[config.mk]
export PLATFORM = sky130hd
export DESIGN_NAME = trig_timer
export DESIGN_NICKNAME = d
export VERILOG_FILES = /design/src/rtl/tt_pkg.sv /design/src/rtl/tt_tick_gen.sv /design/src/rtl/tt_trig_edge.sv /design/src/rtl/tt_core.sv /design/src/rtl/trig_timer.sv
export SDC_FILE = /design/constraint.sdc
export NUM_CORES = 1
export LEC_CHECK = 0
export ABC_AREA = 1
export BUFFER_PORTS_ARGS = -buffer_cell sky130_fd_sc_hd__buf_2
export CAP_MARGIN = 0
export CORE_UTILIZATION = 50
export CTS_CLUSTER_DIAMETER = 120
export DETAILED_ROUTE_END_ITERATION = 7
export HOLD_SLACK_MARGIN = 0.02
export PLACE_DENSITY = 0.76
export SLEW_MARGIN = 20
export SYNTH_ARGS = -nofsm -noshare
export SYNTH_HDL_FRONTEND = slang
export SYNTH_SLANG_ARGS = --single-unit
[constraint.sdc]
create_clock -name clk -period 0.8 [get_ports clk]
set_input_delay 0.04 -clock clk [delete_from_list [all_inputs] [get_ports clk]]
set_output_delay 0.04 -clock clk [all_outputs]
set_load 0.01 [all_outputs]
[src/rtl/tt_pkg.sv]
package tt_pkg;
  typedef enum logic [1:0] {
    ST_OFF   = 2'd0,
    ST_ARMED = 2'd1,
    ST_RUN   = 2'd2,
    ST_HALT  = 2'd3
  } tt_state_e;

  localparam logic [1:0] CM_OFF  = 2'b00;
  localparam logic [1:0] CM_SYS  = 2'b01;
  localparam logic [1:0] CM_EXT  = 2'b10;
  localparam logic [1:0] CM_RSVD = 2'b11;
endpackage

[src/rtl/tt_tick_gen.sv]
module tt_tick_gen #(
  parameter int PSC_W = 3
) (
  input  logic             clk,
  input  logic             rst_n,
  input  logic             ext_clk,
  input  logic [1:0]       mode,
  input  logic [PSC_W-1:0] psc,
  input  logic             hold,
  input  logic             clr,
  output logic             tick
);
  import tt_pkg::*;
  localparam int DIV_W = (1 << PSC_W) - 1;

  logic             ext_s1_q, ext_s2_q, ext_s3_q;
  logic             ext_rise, src_pulse;
  logic [DIV_W-1:0] div_q, div_d, psc_mask;

  // two-flop synchroniser plus an edge-detect stage
  always_ff @(posedge clk or negedge rst_n) begin
    if (!rst_n) begin
      ext_s1_q <= 1'b0;
      ext_s2_q <= 1'b0;
      ext_s3_q <= 1'b0;
    end else begin
      ext_s1_q <= ext_clk;
      ext_s2_q <= ext_s1_q;
      ext_s3_q <= ext_s2_q;
    end
  end

  assign ext_rise = ext_s2_q & ~ext_s3_q;

  always_comb begin
    src_pulse = (mode == CM_SYS) | ((mode == CM_EXT) & ext_rise);
    psc_mask  = ~({DIV_W{1'b1}} << psc);
    tick      = src_pulse & ~hold & ~clr & ((div_q & psc_mask) == psc_mask);
    if (clr)                    div_d = '0;
    else if (src_pulse && !hold) div_d = div_q + 1'b1;
    else                        div_d = div_q;
  end

  always_ff @(posedge clk or negedge rst_n) begin
    if (!rst_n) div_q <= '0;
    else        div_q <= div_d;
  end
endmodule

[src/rtl/tt_trig_edge.sv]
module tt_trig_edge (
  input  logic clk,
  input  logic rst_n,
  input  logic trig_in,
  input  logic pol,
  input  logic ignore,
  output logic rise
);
  logic act, act_q;

  assign act  = trig_in ^ pol;
  assign rise = act & ~act_q & ~ignore;

  always_ff @(posedge clk or negedge rst_n) begin
    if (!rst_n) act_q <= 1'b0;
    else        act_q <= act;
  end
endmodule

[src/rtl/tt_core.sv]
module tt_core #(
  parameter int W = 8
) (
  input  logic         clk,
  input  logic         rst_n,
  input  logic         en,
  input  logic         updown,
  input  logic [W-1:0] modulo,
  input  logic         start_trig,
  input  logic         stop_ovf,
  input  logic         reload_trig,
  input  logic         pause,
  input  logic         tick,
  input  logic         trig_rise,
  output logic [W-1:0] count,
  output logic         running,
  output logic         ovf_evt
);
  import tt_pkg::*;

  tt_state_e    st_q, st_d;
  logic [W-1:0] cnt_q, cnt_d;
  logic         dir_q, dir_d;
  logic         wrap;

  always_comb begin
    st_d  = st_q;
    cnt_d = cnt_q;
    dir_d = dir_q;
    wrap  = 1'b0;
    if (!en) begin
      st_d = ST_OFF;
    end else if (!pause) begin
      case (st_q)
        ST_OFF:   st_d = (!start_trig || trig_rise) ? ST_RUN : ST_ARMED;
        ST_ARMED: if (trig_rise) st_d = ST_RUN;
        default:  st_d = st_q;
      endcase
      if (reload_trig && trig_rise) begin
        cnt_d = '0;
        dir_d = 1'b0;
      end else if (st_q == ST_RUN && tick) begin
        if (!updown) begin
          dir_d = 1'b0;
          if (cnt_q >= modulo) begin
            cnt_d = '0;
            wrap  = 1'b1;
          end else begin
            cnt_d = cnt_q + 1'b1;
          end
        end else if (!dir_q) begin
          if (cnt_q < modulo) begin
            cnt_d = cnt_q + 1'b1;
          end else if (cnt_q == '0) begin
            wrap = 1'b1;
          end else begin
            cnt_d = cnt_q - 1'b1;
            if (cnt_q == W'(1)) wrap  = 1'b1;
            else                dir_d = 1'b1;
          end
        end else begin
          if (cnt_q <= W'(1)) begin
            cnt_d = '0;
            dir_d = 1'b0;
            wrap  = 1'b1;
          end else begin
            cnt_d = cnt_q - 1'b1;
          end
        end
        if (wrap && stop_ovf) st_d = start_trig ? ST_ARMED : ST_HALT;
      end
    end
  end

  always_ff @(posedge clk or negedge rst_n) begin
    if (!rst_n) begin
      st_q  <= ST_OFF;
      cnt_q <= '0;
      dir_q <= 1'b0;
    end else begin
      st_q  <= st_d;
      cnt_q <= cnt_d;
      dir_q <= dir_d;
    end
  end

  assign count   = cnt_q;
  assign running = (st_q == ST_RUN);
  assign ovf_evt = wrap;
endmodule

[src/rtl/trig_timer.sv]
module trig_timer #(
  parameter int W     = 8,
  parameter int PSC_W = 3
) (
  input  logic             clk,
  input  logic             rst_n,
  input  logic             ext_clk,
  input  logic             trig_in,
  input  logic             pause_req,
  input  logic [1:0]       cfg_mode,
  input  logic [PSC_W-1:0] cfg_psc,
  input  logic             cfg_updown,
  input  logic [W-1:0]     cfg_modulo,
  input  logic             cfg_trig_pol,
  input  logic             cfg_start_trig,
  input  logic             cfg_stop_ovf,
  input  logic             cfg_reload_trig,
  input  logic             cfg_pause_en,
  input  logic             ovf_ie,
  input  logic             ovf_clr,
  output logic [W-1:0]     count,
  output logic             ovf_flag,
  output logic             ovf_irq
);
  import tt_pkg::*;

  logic rs1_q, rs2_q;
  logic en, pause, tick, trig_rise, running, ovf_evt;
  logic flag_q, flag_d;

  // reset: asserted asynchronously, released on the second clk edge
  always_ff @(posedge clk or negedge rst_n) begin
    if (!rst_n) begin
      rs1_q <= 1'b0;
      rs2_q <= 1'b0;
    end else begin
      rs1_q <= 1'b1;
      rs2_q <= rs1_q;
    end
  end

  assign en    = (cfg_mode == CM_SYS) | (cfg_mode == CM_EXT);
  assign pause = pause_req & cfg_pause_en;

  tt_tick_gen #(.PSC_W(PSC_W)) u_tick (
    .clk     (clk),
    .rst_n   (rs2_q),
    .ext_clk (ext_clk),
    .mode    (cfg_mode),
    .psc     (cfg_psc),
    .hold    (pause),
    .clr     (~running),
    .tick    (tick)
  );

  tt_trig_edge u_trig (
    .clk     (clk),
    .rst_n   (rs2_q),
    .trig_in (trig_in),
    .pol     (cfg_trig_pol),
    .ignore  (pause),
    .rise    (trig_rise)
  );

  tt_core #(.W(W)) u_core (
    .clk         (clk),
    .rst_n       (rs2_q),
    .en          (en),
    .updown      (cfg_updown),
    .modulo      (cfg_modulo),
    .start_trig  (cfg_start_trig),
    .stop_ovf    (cfg_stop_ovf),
    .reload_trig (cfg_reload_trig),
    .pause       (pause),
    .tick        (tick),
    .trig_rise   (trig_rise),
    .count       (count),
    .running     (running),
    .ovf_evt     (ovf_evt)
  );

  // set beats clear when both land in one cycle
  always_comb begin
    if (ovf_evt)      flag_d = 1'b1;
    else if (ovf_clr) flag_d = 1'b0;
    else              flag_d = flag_q;
  end

  always_ff @(posedge clk or negedge rs2_q) begin
    if (!rs2_q) flag_q <= 1'b0;
    else        flag_q <= flag_d;
  end

  assign ovf_flag = flag_q;
  assign ovf_irq  = flag_q & ovf_ie;
endmodule

; ---- After elaboration in Yosys (flattened, before gate mapping)
; Index checks and enable logic that the tools add are counted.
[op_classes]
addsub = 3
order_cmp = 3
eq_ne = 9
shift = 1
muxes = 44
bitwise = 17
n_reduce_logical = 13
[ops]
columns = operator, n
row1 = $mux 8, 8
row2 = $mux 1, 25
row3 = $mux 2, 8
row4 = $mux 7, 2
row5 = $and 1x1->1, 9
row6 = $add 8x1->8 const B, 1
row7 = $eq 8x1->1 const B, 1
row8 = $ge 8x8->1, 1
row9 = $le 8x1->1 const B, 1
row10 = $logic_not 8->1, 1
row11 = $lt 8x8->1, 1
row12 = $sub 8x1->8 const B, 1
row13 = $add 7x1->7 const B, 1
row14 = $and 7x7->7, 1
row15 = $eq 7x7->1, 1
row16 = $not 7->7, 1
row17 = $shl 7x3->7 const A, 1
row18 = $ne 5x2->1 const B, 1
row19 = $eq 2x1->1 const B, 2
row20 = $eq 2x2->1 const B, 2
row21 = $logic_and 1x1->1, 4
row22 = $pmux 2 s2, 1
row23 = $reduce_and 4->1, 1
row24 = $reduce_bool 2->1, 2
row25 = other kinds (9), 13
[totals]
ff_bits = 25
input_bits = 26
output_inout_bits = 10
wordCells = 101

; ---- Depth between registers and ports, before layout
; Gate-level depths: netlist of run 1.
[depth]
word_depth = 18
mapped_depth = 15
depth_no_buf = 15

; ---- Hierarchy
; A second synthesis of run 1 with hierarchy kept.
[unflattened]
cells_unflattened = 276
area_unflattened_um2 = 1998.2
[by_module_without_submodules]
columns = mod, instances, cells_per_inst, area_each_um2, seq_area_each_um2
row1 = tt_core, 1, 174, 1226.2, 275.3
row2 = tt_tick_gen, 1, 75, 583.1, 250.2
row3 = trig_timer, 1, 18, 131.4, 75.1
row4 = tt_trig_edge, 1, 9, 57.6, 25.0

; ---- Worst setup path before layout of run 1
; Ideal clock, no wire load.
[synth_timing]
kind = reg-to-reg
start = reg u_core.cnt_q[0] (netlist: u_core.count[0])
end = reg u_core.cnt_q[1] (netlist: u_core.count[1])
setup_ns = 0.074
arrival_ns = 1.626
t_required_ns = 0.726
setup_slack_ns = -0.900
path_stages_with_launch = 12
path_buffers = 0
synth_period_minus_slack_ns = 1.700
cell_sequence = dfrtp_1 > inv_1 > ha_1 > nand2_1 > nor2_1 > a21oi_1 > nand3_1 > nand2_1 > inv_1 > nand2_1 > nand2_2 > o21ai_2
[synth_between]
elab_chain_len = 7
word_cells_on_any_way = 16
cone_classes = 2 x add/sub / 3 x order compare / 1 x eq/ne / 8 x mux / 2 x reduce/logical
[synth_lines]
columns = item, line_no
row1 = "start, declared", tt_core.sv:22  ; logic [W-1:0] cnt_q, cnt_d;
row2 = "start signal, assigned", tt_core.sv:82  ; cnt_q <= cnt_d;
row3 = $sub 8x1->8, "tt_core.sv:57, tt_core.sv:67"
row4 = $mux 8, tt_core.sv:54  ; end else if (cnt_q == '0) begin
row5 = $mux 8, tt_core.sv:52  ; if (cnt_q < modulo) begin
row6 = $mux 8, tt_core.sv:51  ; end else if (!dir_q) begin
row7 = $mux 8, tt_core.sv:43  ; if (!updown) begin
row8 = $mux 8, tt_core.sv:42  ; end else if (st_q == ST_RUN && tick) begin
row9 = $mux 8, tt_core.sv:39  ; if (reload_trig && trig_rise) begin
; Several ways; a longest one is shown, not always the timed one. The select of a mux whose other input is x is not followed.
; A chain may end at the register's enable or synchronous reset.

; ---- Worst setup path after layout of run 1
[layout_timing]
start = reg u_core.cnt_q[5] (netlist: u_core.count[5])
end = reg u_core.st_q[1]
[layout_between]
elab_chain_len = 16
word_cells_on_any_way = 22
cone_classes = 3 x order compare / 1 x eq/ne / 16 x mux / 2 x reduce/logical
[layout_lines]
columns = item, line_no
row1 = branches (longest 5 deep; another with $lt 8x8->1), -
row2 = $mux 1 (*), tt_core.sv:43
row3 = $mux 1 (*), tt_core.sv:42
row4 = $mux 1 (*), tt_core.sv:39
row5 = $mux 1 (*), tt_core.sv:33  ; end else if (!pause) begin
row6 = $mux 1 (*), tt_core.sv:31  ; if (!en) begin
row7 = $logic_and 1x1->1 (*), tt_core.sv:70  ; if (wrap && stop_ovf) st_d = start_trig ? ST_ARMED : ST_HALT;
row8 = $mux 2 (*), tt_core.sv:70
row9 = $mux 2 (*), tt_core.sv:42
row10 = $mux 2 (*), tt_core.sv:39
row11 = $mux 2 (*), tt_core.sv:33
row12 = $mux 2 (*), tt_core.sv:31
row13 = "end signal, assigned", tt_core.sv:81  ; st_q <= st_d;
row14 = "end, declared", tt_core.sv:21  ; tt_state_e st_q, st_d;
; Mark *: on every way between the ends. The select of a mux whose other input is x is not followed.

==> impl_results.md, run 1 <==
- Final slew viol count: 0
- IO Count: 36
- Area Overhead vs Synth: 70.7%
- Syn_nets: 301
- Fill cells: 150
- Core ar.: 3690 µm²
- Vias in the first global route: 2,320
- Final hold violation count: 0
- Synthesis Warnings: 0
- CTS max path bufs: 2
- WHS: 0.0498 ns
- Post-DP HPWL: 3550 µm
- Seq pwr share: 30.2%
- Worst slack at placement: -0.989 ns
- Failing checks: setup timing
- Clk slew on worst S/H paths: 0.11 ns
- Status: complete, but fails checks
- Vias after detailed routing: 2,536
- Data arrival, critical path: 2.12 ns
- Fin crit period: 1.93 ns
- RSZ-0062 raised after global routing: true
- Residual DRC: 0
- WS Path Type: flip-flop to flip-flop
- Synth cell types: 35
- Setup crit end kind: flip-flop
- Multi-input gate area: 1550 µm²
- P_leak: 0.00166 µW
- Largest net degree at the start of global routing: 24
- Via/cell ratio: 6.04
- Mapped Cells: 260
- Switching Share: 40.2%
- Startpoint Class: flip-flop
- Crit-path max FO: 3
- Antenna violations before repair: 0
- Clk_lat worst skew: 0.30 ns
- Post-synth EDFFs: 0
- Comb power frac: 51.1%
- CTS tree: built
- H-tree Lvls: 1
- Root Driver: clkbuf_8
- Clock buffer count from CTS: 3
- Pwr Density: 1390 nW/µm²
- FF+latch area: 631 µm²
- ANT cells: 0
- Most frequent cell after synthesis: nand2_1
- Area leader, netlist: dfrtp_1
- Commonest cells post-synth: nand2_1, inv_1, dfrtp_1
- Synth top area cells: dfrtp_1, nand2_1, ha_1, inv_1, xor2_1
- Initial Util: 52.8%
- Final net count: 414
- #FFs+latches synth: 25
- Gr ovfl total: 0
- DR iter-0 viols: 355
- Die area: 4150 µm²
- Final worst-path cycle share: 241%
- Minimum setup slack among reg-to-reg paths: -1.13 ns
- Final setup violation count: 29
- Final worst setup slack: -1.13 ns
- DRT Pass-1 Iters: 5
- # rows: 22
- Post-synthesis sequential area ratio: 32.1%
- Drt wl/cell: 20.2 µm
- Switch Pwr: 1850 µW
- IR drop worst, VDD: 966 µV
- First-pass GRT wire length: 10,400 µm
- Placed cell area: 2620 µm²
- DRT Wirelength: 8500 µm
- Netlist Area Pre-Place: 1950 µm²
- Clock network power share: 18.7%
- Port Buffers: 35
- Req. time, crit path: 0.99 ns
- FMAX: 0.519 GHz
- Post-synthesis async set-or-reset flop share: 100%
- Mapped Avg Cell Area: 7.49 µm²
- Clock Skew: 0.0129 ns
- Final Cell Area: 3330 µm²
- Clk sink count: 25
- Die Width: 64.4 µm
- Total of max-cap violations: 0
- Global placer's final weighted congestion: 0.900
- Routed Antenna Nets: 0
- Die Y: 64.4 µm
- Min-Delay Path Class: primary input to asynchronous set/reset pin
- Post-synth top area share: 32.1%
- Tot GR Track Use: 33.0%
- Share of cells above drive strength 1: 55.4%
- P_int: 2760 µW
- Top_reg_cell synth: dfrtp_1
worst paths after layout:
check	depth (start not counted)	start	to
max	11	u_core.count[5]	u_core.st_q[1]
min	2	rst_n	rs1_q
max reg2reg	11	u_core.count[5]	u_core.st_q[1]
min reg2reg	1	rs2_q	u_tick.div_q[1]
max in group asynchronous	1	rs2_q	u_core.count[3]
min in group clk	3	trig_in	u_trig.act_q
power groups by stage:
stage	registers, µW	clock network, µW	logic (µW)
4_1_cts	1390	838	1770
3_5_place_dp	1400	0	1400
6_report	1390	862	2360
3_3_place_gp	1390	0	1380
2_1_floorplan	1440	0	750
5_1_grt	1400	902	2450
logic make-up after synthesis:
| kind of cell | Yosys count | synth area share (%) |
|---|---|---|
| other cells | 1 | 0.192 |
| xor+xnor | 13 | 5.84 |
| fa+ha+maj | 15 | 9.63 |
| simple gates | 121 | 31.4 |
| flops | 25 | 32.1 |
| compound gates | 35 | 10.8 |
| buf+inv | 50 | 10.0 |
registers in the layout, indices dropped and copies added, names as in the netlist:
signal	count
u_tick.ext_s2_q	1
u_core.count	8
u_tick.div_q	7
u_tick.ext_s3_q	1
rs1_q	1
rs2_q	1
u_trig.act_q	1
ovf_flag	1
u_core.st_q	2
u_tick.ext_s1_q	1
u_core.dir_q	1
area by class of cell:
| type | count | area share, % |
|---|---|---|
| multi-input cells | 186 | 46.6 |
| well taps | 48 | 1.81 |
| clock inverters | 1 | 0.226 |
| repair buffers | 108 | 25.1 |
| inverters | 49 | 6.06 |
| clock buffers | 3 | 1.24 |
| flip-flops and latches | 25 | 19.0 |
layer usage:
layer  share of wire [%]  vias to the layer above  track usage (%)
li1                    -                     1054                -
met5                   0                        -                0
met1                  37                     1186             39.1
met2                  48                      230             57.8
met3                  10                       66             5.28
met4                 5.1                        0             16.1
repair_timing:
action | 4_1_cts | 5_1_grt
cloned | 0 | 1
hold buffers | 3 | 0
setup buffers | 14 | 10
pin swaps | 18 | 18
endpoints found under the setup margin | 29 | 29
hold endpoints to repair | 5 | 0
resized for setup | 54 | 45
cells in the final DEF, fill, tap and decap left out, types with 2 or more instances in the layout:
cell	count
nand3_4	2
ha_4	10
dlygate4sd3_1	3
dfrtp_1	21
xnor2_1	4
inv_1	33
o22ai_2	4
inv_4	5
dfrtp_2	4
nor2_4	7
a21oi_2	2
nand3_2	11
nor3_1	3
nand2_8	2
buf_6	18
nand2_2	14
buf_2	30
nor2_1	7
a31oi_1	2
xor2_1	9
nand2_4	6
ha_1	5
nor3_2	3
nor2_2	3
o21ai_2	5
o22ai_1	2
a21oi_1	8
o21ai_0	2
o21ai_1	3
nand2_1	55
inv_2	9
buf_4	55
buf_12	2
clkbuf_8	3
nand4_1	4
metrics by stage:
step / TNS, ns / power [µW] / std cells / util (%)
6_report: -18.50 / 4610 / 420 / 90.2
5_1_grt: -19.69 / 4750 / 420 / 90.2
4_1_cts: -15.05 / 4000 / 410 / 82.3
3_5_place_dp: -13.68 / 2800 / 391 / 70.9
3_3_place_gp: -13.19 / 2780 / 391 / 70.9
2_1_floorplan: -10.77 / 2190 / 260 / -
critical path: stages, from the launching register on:
cell	delay, ns
dfrtp_2	0.44
ha_4	0.28
nand2_1	0.10
nor2_4	0.15
nand2_2	0.10
nand4_1	0.19
buf_4	0.15
nand4_1	0.08
nand2_1	0.11
nand3_2	0.08
nand2_1	0.07
nand2_1	0.05
(Power assumes the default switching activity.)
==> inputs of run 2 (changes only) <==
--- a/config.mk
+++ b/config.mk
@@ -7,7 +7,6 @@
 export LEC_CHECK = 0
 export ABC_AREA = 1
 export BUFFER_PORTS_ARGS = -buffer_cell sky130_fd_sc_hd__buf_2
-export CAP_MARGIN = 0
 export CORE_UTILIZATION = 50
 export CTS_CLUSTER_DIAMETER = 120
 export DETAILED_ROUTE_END_ITERATION = 7
==> constraint.sdc (replaced) <==
create_clock -name clk -period 0.8 [get_ports clk]
set_input_delay 0.08 -clock clk [delete_from_list [all_inputs] [get_ports clk]]
set_output_delay 0.08 -clock clk [all_outputs]
set_load 0.01 [all_outputs]
==> impl_results.md, run 2 (same netlist as run 1, synthesis figures left out) <==
- Final net count: 407
- Global placer's final weighted congestion: 0.901
- Pwr Density: 1460 nW/µm²
- FF+latch area: 629 µm²
- DRT Wirelength: 7500 µm
- P_leak: 0.00162 µW
- Slowest cell on crit path: dfrtp_1
- Setup crit end kind: flip-flop
- Gr ovfl total: 0
- Crit-path max cell delay: 0.43 ns
- Share of cells above drive strength 1: 53.7%
- Fill cells: 177
- Seq pwr share: 29.7%
- Clk_lat worst skew: 0.28 ns
- Data arrival, critical path: 2.15 ns
- Met2 Track Usage GR: 58.4%
- CP Cell Sequence: ha_4 > a21o_1 > nor2_4 > nand2_2 > nand4_1 > inv_2 > nor2_8 > nand2_2 > o21ai_2
- Final worst setup slack: -1.14 ns
- Drt wl/cell: 18.2 µm
- Switching Share: 37.7%
- WS Path Type: flip-flop to flip-flop
- Met1 GRT Util: 39.3%
- Clock buffer count from CTS: 3
- Total of max-cap violations: 0
- IR drop worst, VDD: 1590 µV
- Largest register FFs: 8
- Clk slew on worst S/H paths: 0.10 ns
- Final setup violation count: 29
- Clock network power share: 17.7%
- Die area: 4150 µm²
- Cells on worst reg2reg path: 9
- H-tree Lvls: 1
- Multi-input gate area: 1440 µm²
- # rows: 22
- Req. time, crit path: 1.02 ns
- Gr busiest metal: met2
- First-pass GRT wire length: 10,500 µm
- Startpoint Class: flip-flop
- Final worst-path cycle share: 242%
- Min-Delay Path Class: primary input to asynchronous set/reset pin
- CTS max path bufs: 2
- CTS tree: built
- Post-route setup TNS: -18.13 ns
- Total Power: 4700 µW
- Die Y: 64.4 µm
- Met3 Resource Use GR: 3.87%
- RSZ-0062 raised after global routing: true
- DR iter-0 viols: 217
- Final slew viol count: 0
- Switch Pwr: 1770 µW
- Commonest non-fill, non-tap cell in the layout: nand2_1
- Routed Antenna Nets: 0
- Residual DRC: 0
- Fin crit period: 1.94 ns
- Core ar.: 3690 µm²
- Clock Skew: 0.00584 ns
- Status: complete, but fails checks
- Failing checks: setup timing
- IO Count: 36
- Crit-path max FO: 7
- Via/cell ratio: 5.82
- Port Buffers: 35
- Cells after DPL: 392
- Non-Filler Instances: 413
- Critical Path Most Common Cell: nand2_2
- Largest net degree at the start of global routing: 24
- FMAX: 0.517 GHz
- Vias in the first global route: 2,281
- ANT cells: 0
- Comb power frac: 52.6%
- Clk sink count: 25
- Post-DP HPWL: 3710 µm
- Most frequent cells in the layout: nand2_1, buf_4, inv_1, buf_2, buf_6
- Area Overhead vs Synth: 64.7%
- Vias after detailed routing: 2,404
- Tot GR Track Use: 32.5%
- Die Width: 64.4 µm
- Antenna violations before repair: 0
- DRT Pass-1 Iters: 5
- Final hold violation count: 0
- P_int: 2930 µW
- Initial Util: 52.8%
- Root Driver: clkbuf_8
==> run 2: metrics by stage <==
step | util (%) | hold WS (ns) | worst slack, ns | cell area, µm²
finish | 87.0 | 0.0992 | -1.14 | 3210
global route | 87.0 | 0.117 | -1.18 | 3210
CTS | 84.2 | 0.0525 | -0.916 | 3100
detailed placement | 71.1 | -0.133 | -0.993 | 2620
global placement | 71.1 | -0.134 | -0.942 | 2620
floorplan | - | -0.216 | -0.818 | 2000
==> run 2: timing repair <==
item | CTS | global route
hold buffers | 3 | 0
setup endpoints to repair | 29 | 29
setup buffers | 12 | 7
cloned | 0 | 0
endpoints found under the hold margin | 4 | 0
pin swaps | 24 | 13
gates resized for setup | 75 | 22
==> run 2: layout make-up <==
type / instances / area share [%]
Clock buffer: 3 / 1.29
Clock inverter: 1 / 0.234
Inverter: 49 / 6.28
Multi-Input combinational cell: 185 / 45.0
Sequential cell: 25 / 19.6
Tap cell: 48 / 1.87
Timing Repair Buffer: 102 / 25.7
==> run 2: critical path, delay by kind of cell (launching register included) <==
family,cells,cell delay (ns)
adders and majority gates,1,0.24
buffers and inverters,1,0.12
DFF,1,0.43
AOI/OAI and AO/OA,2,0.32
and+or+nand+nor,5,0.76
==> run 2: layer usage <==
metal,up-vias,part of all wire (%)
met5,-,0
met4,0,6.3
met3,59,7.8
met2,154,49
met1,1153,37
li1,1038,-
==> run 2: power by group through the flow <==
stage | clock network, µW | registers [µW] | logic (µW)
2_1_floorplan | 0 | 1440 | 750
3_3_place_gp | 0 | 1390 | 1380
3_5_place_dp | 0 | 1400 | 1420
4_1_cts | 831 | 1390 | 2090
5_1_grt | 875 | 1400 | 2600
6_report | 832 | 1390 | 2470
==> run 2: path summary, 6_finish.rpt <==
| path | to | slack (ns) | startpoint |
|---|---|---|---|
| worst max register to register | u_core.count[1] | -1.14 | u_core.count[7] |
| worst max-delay path | u_core.count[1] | -1.14 | u_core.count[7] |
| worst min-delay path | rs2_q | 0.1 | rst_n |
| worst min register to register | u_core.count[4] | 0.23 | rs2_q |
| max in group asynchronous | u_core.count[0] | 0.40 | rs2_q |
| min in group clk | u_trig.act_q | 0.10 | trig_in |
==> inputs of run 3 (changes only) <==
--- a/config.mk
+++ b/config.mk
@@ -5,7 +5,6 @@
 export SDC_FILE = /design/constraint.sdc
 export NUM_CORES = 1
 export LEC_CHECK = 0
-export ABC_AREA = 1
 export BUFFER_PORTS_ARGS = -buffer_cell sky130_fd_sc_hd__buf_2
 export CORE_UTILIZATION = 50
 export CTS_CLUSTER_DIAMETER = 120
==> impl_results.md, run 3 <==
- Cell family with most CP delay: simple AND/OR/NAND/NOR gates
- Tot GR Track Use: 31.0%
- P_leak: 0.00139 µW
- Crit-path max FO: 5
- Antenna violations before repair: 0
- Setup crit end kind: flip-flop
- Die area: 3920 µm²
- CP endpoint: u_core.count[2]
- Clk slew on worst S/H paths: 0.15 ns
- Post-DP HPWL: 3720 µm
- Worst slack at placement: -1.44 ns
- Area Overhead vs Synth: 65.4%
- Largest register FFs: 8
- Data arrival, critical path: 2.67 ns
- Final worst-path cycle share: 305%
- Simple-gate share of the synthesized area: 20.2%
- Initial Util: 53.7%
- DRT Pass-1 Iters: 5
- Stages on worst setup path: 8
- Die Y: 62.6 µm
- Share of cells above drive strength 1: 53.6%
- Syn_nets: 235
- ANT cells: 0
- Residual DRC: 0
- Core ar.: 3420 µm²
- Pwr Density: 1780 nW/µm²
- Mapped Cells: 194
- IO Count: 36
- Post-route setup TNS: -25.27 ns
- Most frequent cell after synthesis: dfrtp_1
- Final net count: 348
- R2r endpoint: u_core.count[2]
- WS Path Type: flip-flop to flip-flop
- Synth Area in Adders: 10.2%
- FMAX: 0.409 GHz
- Drt wl/cell: 20.1 µm
- Gr ovfl total: 0
- Fin crit period: 2.44 ns
- Final worst setup slack: -1.64 ns
- Final slew viol count: 0
- Routed Antenna Nets: 0
- Clock buffer count from CTS: 3
- Post-synth EDFFs: 0
- WHS: 0.0342 ns
- Status: complete, but fails checks
- Final setup violation count: 29
- Commonest non-fill, non-tap cell in the layout: buf_4
- Mapped Avg Cell Area: 9.46 µm²
- Area leader, netlist: dfrtp_1
- RSZ-0062 raised after global routing: true
- Vias after detailed routing: 2,193
- Failing checks: setup timing
- #FFs+latches synth: 25
- Synthesis Warnings: 0
- Synth cell types: 51
- CTS tree: built
- Netlist Area Pre-Place: 1840 µm²
- Largest net degree at the start of global routing: 22
- Cells on worst reg2reg path: 8
- Top_reg_cell synth: dfrtp_1
- Total Power: 5410 µW
- Minimum setup slack among reg-to-reg paths: -1.64 ns
- Total of max-cap violations: 0
- CP startpoint: u_core.count[3]
- Post-synthesis async set-or-reset flop share: 100%
- Fill cells: 150
- Commonest cells post-synth: dfrtp_1, inv_1, ha_1
- H-tree Lvls: 1
- IR drop worst, VDD: 1180 µV
- Die Width: 62.6 µm
- CTS max path bufs: 2
- DRT Wirelength: 7070 µm
- Post-synth top area share: 34.1%
- Post-synthesis xor/xnor area fraction: 6.20%
- Min-Delay Path Class: primary input to flip-flop
- Placed cell area: 2540 µm²
- Root Driver: clkbuf_4
- Startpoint Class: flip-flop
- Req. time, crit path: 1.03 ns
- Compound-cell area share of the yosys netlist: 21.3%
- Clk sink count: 25
- Via/cell ratio: 6.23
- Final hold violation count: 0
- Most frequent cells in the layout: buf_4, buf_6, buf_2, dfrtp_1, inv_1
- Final Cell Area: 3040 µm²
- Combinational family with the most area after synthesis: compound AO/OA/AOI/OAI gates
- R2R Path Start: u_core.count[3]
- Vias in the first global route: 2,007
- Multiplexer share of the synthesized area: 1.77%
- DR iter-0 viols: 175
- CP Cell Sequence: or4_4 > nor4_2 > nand3_1 > a21oi_2 > buf_4 > or2_4 > nor4b_2 > a211o_1
- Bufs and invs on worst path: 1
- Port Buffers: 35
- # rows: 21
- Clk_lat worst skew: 0.32 ns
- Slowest cell on crit path: or4_4
- First-pass GRT wire length: 9480 µm
- Clock Skew: 0.0112 ns
- Global placer's final weighted congestion: 0.934
- Synth top area cells: dfrtp_1, ha_1, inv_1, xnor2_1, o32a_2
- Post-synthesis sequential area ratio: 34.1%
- Crit-path max cell delay: 0.57 ns
==> run 3: layer usage <==
layer | GRT usage (%) | wire (µm)
met2 | 51.2 | 3290
met1 | 38.5 | 2630
met3 | 4.56 | 652
met5 | 0 | 0
met4 | 17.4 | 499
==> run 3: layout make-up <==
type                    instances  area (µm²)  share of cell area, %
well taps                      46        57.6                   1.90
inverters                      19        71.3                   2.35
flip-flops and latches         25         631                   20.8
repair buffers                111         898                   29.6
clock buffers                   4        26.3                  0.865
multi-input cells             147        1350                   44.5
==> run 3: worst min-delay path by stage <==
stage,from,end,slack [ns],depth (start not counted)
6_report,cfg_stop_ovf,u_core.st_q[0],0.03,3
5_1_grt,cfg_stop_ovf,u_core.st_q[0],0.02,3
4_1_cts,rst_n,rs1_q,0.05,2
3_5_place_dp,rst_n,rs2_q,-0.13,1
3_3_place_gp,rst_n,rs1_q,-0.13,1
2_1_floorplan,rst_n,rs1_q,-0.22,0
==> run 3: cell families after synthesis <==
group           count (synthesis)
flops                          25
xor+xnor                       13
compound gates                 49
mux                             3
fa+ha+maj                      15
buf+inv                        23
other cells                     1
simple gates                   65
==> run 3: power breakdown <==
part           switching [µW]  leakage, µW  total, µW  internal [µW]
sequential               95.1     0.000323       1470           1380
clock                     393    0.0000150        588            195
combinational            1610      0.00105       3360           1740
==> run 3: tightest hold or removal path, delay by kind of cell <==
kind / cells / cell delay [ns]
buf+inv: 1 / 0.11
compound gates: 1 / 0.06
simple gates: 1 / 0.08
==> run 3: what timing repair did <==
action / 4_1_cts / 5_1_grt
endpoints found under the hold margin: 5 / 0
buffers inserted: 7 / 13
setup endpoints to repair: 29 / 29
resized for setup: 22 / 48
hold buffers: 4 / 0
gates cloned: 0 / 1
pin swaps: 17 / 18
==> run 3: stage by stage <==
stage	cells	util (%)
2_1_floorplan	194	-
3_3_place_gp	329	74.3
3_5_place_dp	329	74.3
4_1_cts	344	81.1
5_1_grt	352	88.9
6_report	352	88.9
